## config.mk

```make
export PLATFORM = sky130hd
export DESIGN_NAME = i2c_regport
export DESIGN_NICKNAME = d
export VERILOG_FILES = /design/src/rtl/i2c_regport_pkg.sv /design/src/rtl/i2c_line_sync.sv /design/src/rtl/i2c_addr_map.sv /design/src/rtl/i2c_target_fsm.sv /design/src/rtl/i2c_regport.sv
export SDC_FILE = /design/constraint.sdc
export NUM_CORES = 1
export LEC_CHECK = 0
export ABC_CLOCK_PERIOD_IN_PS = 6010
export BUFFER_PORTS_ARGS = -buffer_cell sky130_fd_sc_hd__buf_2
export CAP_MARGIN = 20
export CORE_ASPECT_RATIO = 0.9
export CORE_MARGIN = 2
export CORE_UTILIZATION = 60
export DETAILED_ROUTE_END_ITERATION = 16
export PLACE_DENSITY = 0.83
export SYNTH_ARGS = -nofsm -noshare
export SYNTH_HDL_FRONTEND = slang
export SYNTH_SLANG_ARGS = --single-unit
```

## constraint.sdc

```tcl
create_clock -name clk -period 6.01 [get_ports clk]
set_input_delay 0.3005 -clock clk [delete_from_list [all_inputs] [get_ports clk]]
set_output_delay 0.3005 -clock clk [all_outputs]
set_load 0.01 [all_outputs]
```

## src/rtl/i2c_regport_pkg.sv

```systemverilog
package i2c_regport_pkg;
  localparam int BYTE_W   = 8;
  localparam int BITCNT_W = 4;

  typedef enum logic [3:0] {
    ST_IDLE,
    ST_ADDR,
    ST_AACK,
    ST_SUB,
    ST_WDATA,
    ST_WACK,
    ST_RLOAD,
    ST_TX,
    ST_MACK,
    ST_MACKD,
    ST_HOLD
  } tgt_state_e;
endpackage

```

## src/rtl/i2c_line_sync.sv

```systemverilog
module i2c_line_sync #(
  parameter int STAGES = 2
) (
  input  logic clk,
  input  logic rst,
  input  logic scl_i,
  input  logic sda_i,
  output logic scl_s,
  output logic sda_s,
  output logic scl_rise,
  output logic scl_fall,
  output logic start_p,
  output logic stop_p
);
  localparam int LINES = 2;

  logic [LINES-1:0] raw;
  logic [LINES-1:0] synced;
  logic [LINES-1:0] prev;

  assign raw = {sda_i, scl_i};

  genvar g;
  generate
    for (g = 0; g < LINES; g++) begin : g_line
      logic [STAGES-1:0] chain;
      logic              last;
      always_ff @(posedge clk) begin
        if (rst) begin
          chain <= '1;
          last  <= 1'b1;
        end else begin
          chain <= {chain[STAGES-2:0], raw[g]};
          last  <= chain[STAGES-1];
        end
      end
      assign synced[g] = chain[STAGES-1];
      assign prev[g]   = last;
    end
  endgenerate

  assign scl_s    = synced[0];
  assign sda_s    = synced[1];
  assign scl_rise = synced[0] & ~prev[0];
  assign scl_fall = ~synced[0] & prev[0];
  assign start_p  = synced[0] & prev[0] & prev[1] & ~synced[1];
  assign stop_p   = synced[0] & prev[0] & ~prev[1] & synced[1];
endmodule

```

## src/rtl/i2c_addr_map.sv

```systemverilog
module i2c_addr_map #(
  parameter logic [6:0] BASE_ADDR = 7'h48,
  parameter int         CODE_W    = 4
) (
  input  logic              clk,
  input  logic              rst,
  input  logic [CODE_W-1:0] code,
  output logic [6:0]        addr
);
  always_ff @(posedge clk) begin
    if (rst) addr <= BASE_ADDR;
    else     addr <= BASE_ADDR + 7'(code);
  end
endmodule

```

## src/rtl/i2c_target_fsm.sv

```systemverilog
module i2c_target_fsm
  import i2c_regport_pkg::*;
#(
  parameter int CHAN_W = 2,
  parameter int IDX_W  = 4
) (
  input  logic              clk,
  input  logic              rst,
  input  logic              scl_s,
  input  logic              sda_s,
  input  logic              scl_rise,
  input  logic              scl_fall,
  input  logic              start_p,
  input  logic              stop_p,
  input  logic [6:0]        my_addr,
  input  logic [BYTE_W-1:0] reg_rdata,
  output logic              sda_oe,
  output logic [CHAN_W-1:0] reg_chan,
  output logic [IDX_W-1:0]  reg_idx,
  output logic [BYTE_W-1:0] reg_wdata,
  output logic              reg_we,
  output logic              reg_re
);
  localparam logic [BITCNT_W-1:0] RX_DONE = BITCNT_W'(BYTE_W);
  localparam logic [BITCNT_W-1:0] TX_LAST = BITCNT_W'(BYTE_W - 1);
  localparam int CH_LO = 1;
  localparam int CH_HI = CHAN_W;
  localparam int IX_LO = CHAN_W + 1;
  localparam int IX_HI = CHAN_W + IDX_W;

  tgt_state_e          st_q;
  logic [BYTE_W-1:0]   sh_q;
  logic [BITCNT_W-1:0] cnt_q;
  logic                rw_q;
  logic                oe_q;
  logic [CHAN_W-1:0]   chan_q;
  logic [IDX_W-1:0]    idx_q;
  logic [BYTE_W-1:0]   wd_q;
  logic                we_q;
  logic                re_q;

  always_ff @(posedge clk) begin
    if (rst) begin
      st_q   <= ST_IDLE;
      sh_q   <= '0;
      cnt_q  <= '0;
      rw_q   <= 1'b0;
      oe_q   <= 1'b0;
      chan_q <= '0;
      idx_q  <= '0;
      wd_q   <= '0;
      we_q   <= 1'b0;
      re_q   <= 1'b0;
    end else begin
      we_q <= 1'b0;
      re_q <= 1'b0;
      if (start_p) begin
        st_q  <= ST_ADDR;
        cnt_q <= '0;
        oe_q  <= 1'b0;
      end else if (stop_p) begin
        st_q <= ST_IDLE;
        oe_q <= 1'b0;
      end else begin
        case (st_q)
          ST_ADDR, ST_SUB, ST_WDATA: begin
            if (scl_rise && cnt_q != RX_DONE) begin
              sh_q  <= {sh_q[BYTE_W-2:0], sda_s};
              cnt_q <= cnt_q + 1'b1;
            end else if (scl_fall && cnt_q == RX_DONE) begin
              if (st_q == ST_ADDR) begin
                if (sh_q[7:1] == my_addr) begin
                  oe_q <= 1'b1;
                  rw_q <= sh_q[0];
                  st_q <= ST_AACK;
                end else begin
                  st_q <= ST_IDLE;
                end
              end else if (st_q == ST_SUB) begin
                oe_q   <= 1'b1;
                chan_q <= sh_q[CH_HI:CH_LO];
                idx_q  <= sh_q[IX_HI:IX_LO];
                st_q   <= ST_WACK;
              end else begin
                oe_q <= 1'b1;
                wd_q <= sh_q;
                we_q <= 1'b1;
                st_q <= ST_WACK;
              end
            end
          end
          ST_AACK: begin
            if (scl_fall) begin
              oe_q  <= 1'b0;
              cnt_q <= '0;
              if (rw_q) begin
                re_q <= 1'b1;
                st_q <= ST_RLOAD;
              end else begin
                st_q <= ST_SUB;
              end
            end
          end
          ST_WACK: begin
            if (scl_fall) begin
              oe_q  <= 1'b0;
              cnt_q <= '0;
              st_q  <= ST_WDATA;
            end
          end
          ST_RLOAD: begin
            sh_q  <= reg_rdata;
            oe_q  <= ~reg_rdata[BYTE_W-1];
            cnt_q <= '0;
            st_q  <= ST_TX;
          end
          ST_TX: begin
            if (scl_fall) begin
              if (cnt_q == TX_LAST) begin
                oe_q <= 1'b0;
                st_q <= ST_MACK;
              end else begin
                cnt_q <= cnt_q + 1'b1;
                sh_q  <= {sh_q[BYTE_W-2:0], 1'b0};
                oe_q  <= ~sh_q[BYTE_W-2];
              end
            end
          end
          ST_MACK: begin
            if (scl_rise) st_q <= sda_s ? ST_HOLD : ST_MACKD;
          end
          ST_MACKD: begin
            if (scl_fall) begin
              re_q <= 1'b1;
              st_q <= ST_RLOAD;
            end
          end
          default: ;
        endcase
      end
    end
  end

  assign sda_oe    = oe_q;
  assign reg_chan  = chan_q;
  assign reg_idx   = idx_q;
  assign reg_wdata = wd_q;
  assign reg_we    = we_q;
  assign reg_re    = re_q;


  oe_scl_low_chk: assert property (@(posedge clk) disable iff (rst)
    !$stable(oe_q) |-> !scl_s);


  addr_ack_match_chk: assert property (@(posedge clk) disable iff (rst)
    ($rose(oe_q) && $past(st_q) == ST_ADDR) |-> $past(sh_q[7:1]) == my_addr);


  stop_idle_chk: assert property (@(posedge clk) disable iff (rst)
    stop_p |=> (st_q == ST_IDLE && !oe_q));


  we_pulse_chk: assert property (@(posedge clk) disable iff (rst)
    we_q |=> !we_q);


  we_write_dir_chk: assert property (@(posedge clk) disable iff (rst)
    we_q |-> !rw_q);


  re_pulse_chk: assert property (@(posedge clk) disable iff (rst)
    re_q |=> (!re_q && !we_q));


  re_scl_low_chk: assert property (@(posedge clk) disable iff (rst)
    re_q |-> !scl_s);
endmodule

```

## src/rtl/i2c_regport.sv

```systemverilog
module i2c_regport
  import i2c_regport_pkg::*;
#(
  parameter int         SYNC_STAGES = 2,
  parameter logic [6:0] BASE_ADDR   = 7'h48,
  parameter int         STRAP_W     = 4,
  parameter int         CHAN_W      = 2,
  parameter int         IDX_W       = 4
) (
  input  logic               clk,
  input  logic               rst,
  input  logic               scl_i,
  input  logic               sda_i,
  output logic               sda_oe,
  input  logic [STRAP_W-1:0] strap_code,
  output logic [CHAN_W-1:0]  reg_chan,
  output logic [IDX_W-1:0]   reg_idx,
  output logic [BYTE_W-1:0]  reg_wdata,
  output logic               reg_we,
  input  logic [BYTE_W-1:0]  reg_rdata,
  output logic               reg_re
);
  logic       scl_s, sda_s, scl_rise, scl_fall, start_p, stop_p;
  logic [6:0] my_addr;

  i2c_line_sync #(.STAGES(SYNC_STAGES)) u_sync (
    .clk(clk), .rst(rst), .scl_i(scl_i), .sda_i(sda_i),
    .scl_s(scl_s), .sda_s(sda_s), .scl_rise(scl_rise), .scl_fall(scl_fall),
    .start_p(start_p), .stop_p(stop_p)
  );

  i2c_addr_map #(.BASE_ADDR(BASE_ADDR), .CODE_W(STRAP_W)) u_addr (
    .clk(clk), .rst(rst), .code(strap_code), .addr(my_addr)
  );

  i2c_target_fsm #(.CHAN_W(CHAN_W), .IDX_W(IDX_W)) u_fsm (
    .clk(clk), .rst(rst), .scl_s(scl_s), .sda_s(sda_s),
    .scl_rise(scl_rise), .scl_fall(scl_fall), .start_p(start_p), .stop_p(stop_p),
    .my_addr(my_addr), .reg_rdata(reg_rdata), .sda_oe(sda_oe),
    .reg_chan(reg_chan), .reg_idx(reg_idx), .reg_wdata(reg_wdata),
    .reg_we(reg_we), .reg_re(reg_re)
  );
endmodule

```

==> run metrics, run 1 <==
final setup fails 0; drt pass-1 iters 4; CP Cell Sequence or3b_1 > a2bb2oi_1 > or3_1 > nor3_1 > a32o_1; Setup Skew 7.97 ps; P per Cell Area 358 nW/µm²; # hold bufs at CTS 0; Final Max Tran Viols 0; Final GP Congestion 0.861; cells after synthesis 250; max_slew headroom 0.502; RSZ-0062 raised after global routing no; Hold WS 177 ps; Die Span Y 62.5 µm; Setup TNS Final 0 ps; WL final 4560 µm; Area growth syn-to-layout 9.98%; pin count of the biggest net entering global routing 45; initial antenna violation count 0; crit end category register; root buffer cell clkbuf_8; ant diodes 0; H-Tree Depth 2; CP startpoint kind register; DRC violations left 0; clock tree sinks 45; number of global-route vias before repair 1556; Post-synth top flop dfxtp_1; core area 3680 µm²; critical path class register to register; clock latency on the worst-skew pair 300 ps; Worst VDD drop 359 µV; clock buffer depth 2; via/cell ratio 5.77; mean post-synth cell area 9.12 µm²; Tmin final 2390 ps; Total GRT Usage 0.227; Crit path largest cell delay 730 ps; P_leak 1.05 nW; Max-Cap Viols 0; WL/cell 14.3 µm; die area 4310 µm²; syn_nets 268; # nets final 290; post-route ant nets 0; Cell Area, Synth 2280 µm²; status completed; Worst Path Required 6200 ps; GRT overflow 0; row cnt 21; synthesis-stage register bit count 45; CTS Buf Count 5; share of cells above drive strength 1 0.190; Starting Density 0.620; maximum clock frequency 419 MHz; Die W 69.0 µm; postcts setup bufs 0; IO Port Bufs 32; CP max-delay cell dfxtp_1; Synth async-reset ratio 0; first-pass GRT wire length 7470 µm; Ports 33; critical path arrival 2580 ps; post-DP HPWL 3190 µm; distinct cell type count after synthesis 53; commonest non-fill, non-tap cells in the layout 45 x dfxtp_1, 32 x buf_2, 30 x nor2_1, 24 x mux2i_1, 19 x nor2b_1; Hold Crit Class primary input to register; Hold Violations, Final 0; routed via count 1841; most common cell after layout, fill and taps aside dfxtp_1; CTS tree yes; PostCTS Resize Cnt 0; fraction of the yosys area taken by sequential cells 0.395; crit path max fanout 21; CP bufs+invs 0; Worst Tran Pin Value 745 ps; clock transition at the registers of the reported paths 90 ps; Yosys Warn Count 0; CP top delay family simple AND/OR/NAND/NOR gates; Final period util 0.397; Post-synth EDFFs 0; initial detailed-routing violation count 182
state kept, by name (all words and copies together), names as in the netlist:
signal	cells
u_fsm.reg_wdata	8
u_fsm.sh_q	8
u_addr.addr	5
u_fsm.cnt_q	4
u_fsm.reg_idx	4
u_fsm.st_q	4
u_sync.g_line.chain	4
u_fsm.reg_chan	2
u_sync.g_line.last	2
u_fsm.reg_re	1
u_fsm.reg_we	1
u_fsm.rw_q	1
u_fsm.sda_oe	1
area by class of cell:
cell class	instances	area (µm²)
Fill cell	292	1170
Clock buffer	5	68.8
Sequential cell	45	901
Inverter	4	15.0
Tap cell	46	57.6
Clock inverter	3	21.3
Timing Repair Buffer	33	168
Multi-Input combinational cell	183	1280
per-stage QoR:
stage                     cells  worst slack (ps)   util  area, µm²  total power [mW]
after detailed placement    310              3680  0.655       2410             0.703
after global routing        319              3430  0.682       2510             0.964
final                       319              3620  0.682       2510             0.898
after global placement      310              3730  0.655       2410             0.696
after floorplan             250              4080      -       2280             0.663
after CTS                   318              3660  0.680       2500             0.891
synth_stat cells (5+ instances only):
master / count / share of area
dfxtp_1: 45 / 0.39
nor2_1: 30 / 0.049
mux2i_1: 24 / 0.11
nor2b_1: 19 / 0.052
buf_2: 9 / 0.020
o21ai_1: 7 / 0.015
a21oi_1: 6 / 0.013
clkbuf_1: 6 / 0.0099
nand2b_1: 6 / 0.016
nand3b_1: 6 / 0.020
o41ai_1: 6 / 0.023
or2_2: 6 / 0.016
xnor2_1: 6 / 0.023
nor3b_1: 5 / 0.016
o21ai_0: 5 / 0.011
logic make-up (layout without fill, tap and decap cells):
| kind of cell | count (synthesis) | after routing | share of synthesized area |
|---|---|---|---|
| adder cells (fa/ha/maj) | 2 | 2 | 0.0110 |
| buffers and inverters | 22 | 45 | 0.0450 |
| multiplexers | 24 | 24 | 0.105 |
| flip-flops | 45 | 45 | 0.395 |
| XOR/XNOR | 6 | 6 | 0.0230 |
| AND/OR/NAND/NOR | 104 | 104 | 0.262 |
| AO/OA/AOI/OAI | 47 | 47 | 0.159 |
layer usage:
metal | vias up | GRT usage | wire length, µm
met5 | - | 0 | 0
met4 | 0 | 0.0637 | 47
met3 | 5 | 0.0505 | 204
met2 | 43 | 0.311 | 1950
met1 | 844 | 0.354 | 2350
li1 | 949 | - | -
report_power, final:
group / internal (mW) / switching, mW / total [mW]
Sequential: 0.323 / 0.0636 / 0.386
Clock: 0.0825 / 0.106 / 0.189
Combinational: 0.139 / 0.184 / 0.323
path summary, 6_finish.rpt:
path	slack [ps]	cells after the start	start	to
hold reg to reg	420	1	u_sync.g_line[1].chain[0]$_SDFF_PP1_	u_sync.g_line[1].chain[1]$_SDFF_PP1_
setup reg to reg	3620	5	u_fsm.st_q[2]$_SDFFE_PP0P_	u_fsm.cnt_q[2]$_SDFFE_PP0P_
setup / recovery	3620	5	u_fsm.st_q[2]$_SDFFE_PP0P_	u_fsm.cnt_q[2]$_SDFFE_PP0P_
hold / removal	180	2	sda_i	u_sync.g_line[1].chain[0]$_SDFF_PP1_
(Power assumes the default switching activity.)
==> run 2: changes to the inputs <==
--- a/config.mk
+++ b/config.mk
@@ -5,14 +5,14 @@
 export SDC_FILE = /design/constraint.sdc
 export NUM_CORES = 1
 export LEC_CHECK = 0
-export ABC_CLOCK_PERIOD_IN_PS = 6010
+export ABC_CLOCK_PERIOD_IN_PS = 2400
 export BUFFER_PORTS_ARGS = -buffer_cell sky130_fd_sc_hd__buf_2
 export CAP_MARGIN = 20
 export CORE_ASPECT_RATIO = 0.9
 export CORE_MARGIN = 2
-export CORE_UTILIZATION = 60
+export CORE_UTILIZATION = 56
 export DETAILED_ROUTE_END_ITERATION = 16
-export PLACE_DENSITY = 0.83
+export PLACE_DENSITY = 0.78
 export SYNTH_ARGS = -nofsm -noshare
 export SYNTH_HDL_FRONTEND = slang
 export SYNTH_SLANG_ARGS = --single-unit
==> constraint.sdc (replaced) <==
create_clock -name clk -period 2.4 [get_ports clk]
set_input_delay 0.12 -clock clk [delete_from_list [all_inputs] [get_ports clk]]
set_output_delay 0.12 -clock clk [all_outputs]
set_load 0.01 [all_outputs]
==> run 2 against run 1 <==
Clock skew decreased by 2.5 ps. Fmax is 11% higher. First-iteration DRC count shrank 30%. Critical path depth increased by 2. Combinational power rose to 2.8 times the previous value. Utilization fell by 0.41 points. Worst setup slack worse by 3400 ps. Register-to-register slack lost 3400 ps. Hold slack got worse by 180 ps. Critical path type unchanged.
==> run metrics, run 2 (same netlist as run 1, synthesis figures left out) <==
status completed; Worst R2R Path Depth 7; worst setup margin 242 ps; drt pass-1 iters 4; row cnt 21; most common cell after layout, fill and taps aside dfxtp_1; Worst Path Required 2590 ps; H-Tree Depth 2; hold path start sda_i; Total GRT Usage 0.228; RR Endpoint u_fsm.sh_q[3]$_SDFFE_PP0P_; pin count of the biggest net entering global routing 45; core area 3810 µm²; WL final 4950 µm; IO Port Bufs 32; WL/cell 15.2 µm; clock latency on the worst-skew pair 300 ps; CTS tree yes; reg-to-reg critical path startpoint u_fsm.cnt_q[0]$_SDFFE_PP0P_; Tmin final 2160 ps; Ports 33; CP startpoint kind register; initial detailed-routing violation count 128; Hold Violations, Final 0; Final Max Tran Viols 0; Hold Crit Class primary input to register; placed instance count 319; CTS Buf Count 5; fin cells 326; clock buffer depth 2; RSZ-0062 raised after global routing no; Worst VDD drop 750 µV; Worst Tran Pin Value 776 ps; Starting Density 0.599; clock transition at the registers of the reported paths 80 ps; post-route ant nets 0; R2R setup slack 240 ps; routed via count 1945; critical path arrival 2350 ps; critical path class register to register; root buffer cell clkbuf_8; Design Power 2.39 mW; final setup fails 0; post-DP HPWL 3480 µm; maximum clock frequency 463 MHz; hold depth 2; hold endpoint u_sync.g_line[1].chain[0]$_SDFF_PP1_; Die Span Y 64.5 µm; Setup TNS Final 0 ps; DRC violations left 0; first-pass GRT wire length 8240 µm; Setup Skew 5.45 ps; die area 4600 µm²; GRT overflow 0; PostCTS Resize Cnt 0; initial antenna violation count 0; Max-Cap Viols 0; Die W 71.3 µm; Final GP Congestion 0.935; # hold bufs at CTS 0; commonest non-fill, non-tap cells in the layout 45 x dfxtp_1, 32 x buf_2, 30 x nor2_1, 24 x mux2i_1, 19 x nor2b_1; clock tree sinks 45; via/cell ratio 5.97; P_leak 1.10 nW; fin area 2580 µm²; number of global-route vias before repair 1715; max_slew headroom 0.483; Post-DP Area 2480 µm²; fin util 0.678; Final period util 0.899; Setup WS pre-CTS 302 ps; crit end category register; ant diodes 0; postcts setup bufs 0; share of cells above drive strength 1 0.211; CP Launch Point u_fsm.cnt_q[0]$_SDFFE_PP0P_; Hold WS 0.683 ps; crit path max fanout 12; P per Cell Area 924 nW/µm²; # nets final 298; Area growth syn-to-layout 13.2%
==> run 2: final cells by class <==
cell class              instances  area (µm²)
flip-flops and latches         45         901
fillers                       324        1230
well taps                      46        57.6
clock buffers                   5        68.8
inverters                       4        15.0
multi-input cells             183        1280
repair buffers                 41         228
clock inverters                 2        35.0
==> run 2: power by group <==
part	internal, mW	switching, mW	leakage, nW
clock network	0.303	0.247	0.0540
logic	0.391	0.516	0.682
registers	0.809	0.120	0.366
==> run 2: worst max-delay path by stage <==
stage                                       endpoint  slack, ps  cells after the start
after global routing      u_fsm.sh_q[3]$_SDFFE_PP0P_        130                      7
after global placement    u_fsm.sh_q[5]$_SDFFE_PP0P_        380                      7
after CTS                 u_fsm.sh_q[3]$_SDFFE_PP0P_        240                      7
after floorplan           u_fsm.sh_q[6]$_SDFFE_PP0P_        470                      9
final                     u_fsm.sh_q[3]$_SDFFE_PP0P_        240                      7
after detailed placement  u_fsm.sh_q[3]$_SDFFE_PP0P_        300                      7
==> run 2: per-layer routing <==
| layer | vias to the layer above | GRT usage | share of wire |
|---|---|---|---|
| met5 | - | 0 | 0 |
| met4 | 0 | 0.0778 | 0.014 |
| met3 | 8 | 0.0435 | 0.063 |
| met2 | 74 | 0.340 | 0.43 |
| met1 | 903 | 0.328 | 0.50 |
| li1 | 960 | - | - |
==> run 2: worst max-delay path, cell delays in order (launching register included) <==
cell	delay, ps
dfxtp_1	380
inv_1	60
ha_1	210
and3b_1	210
a2bb2oi_1	160
or3_1	430
buf_4	230
o41ai_1	370
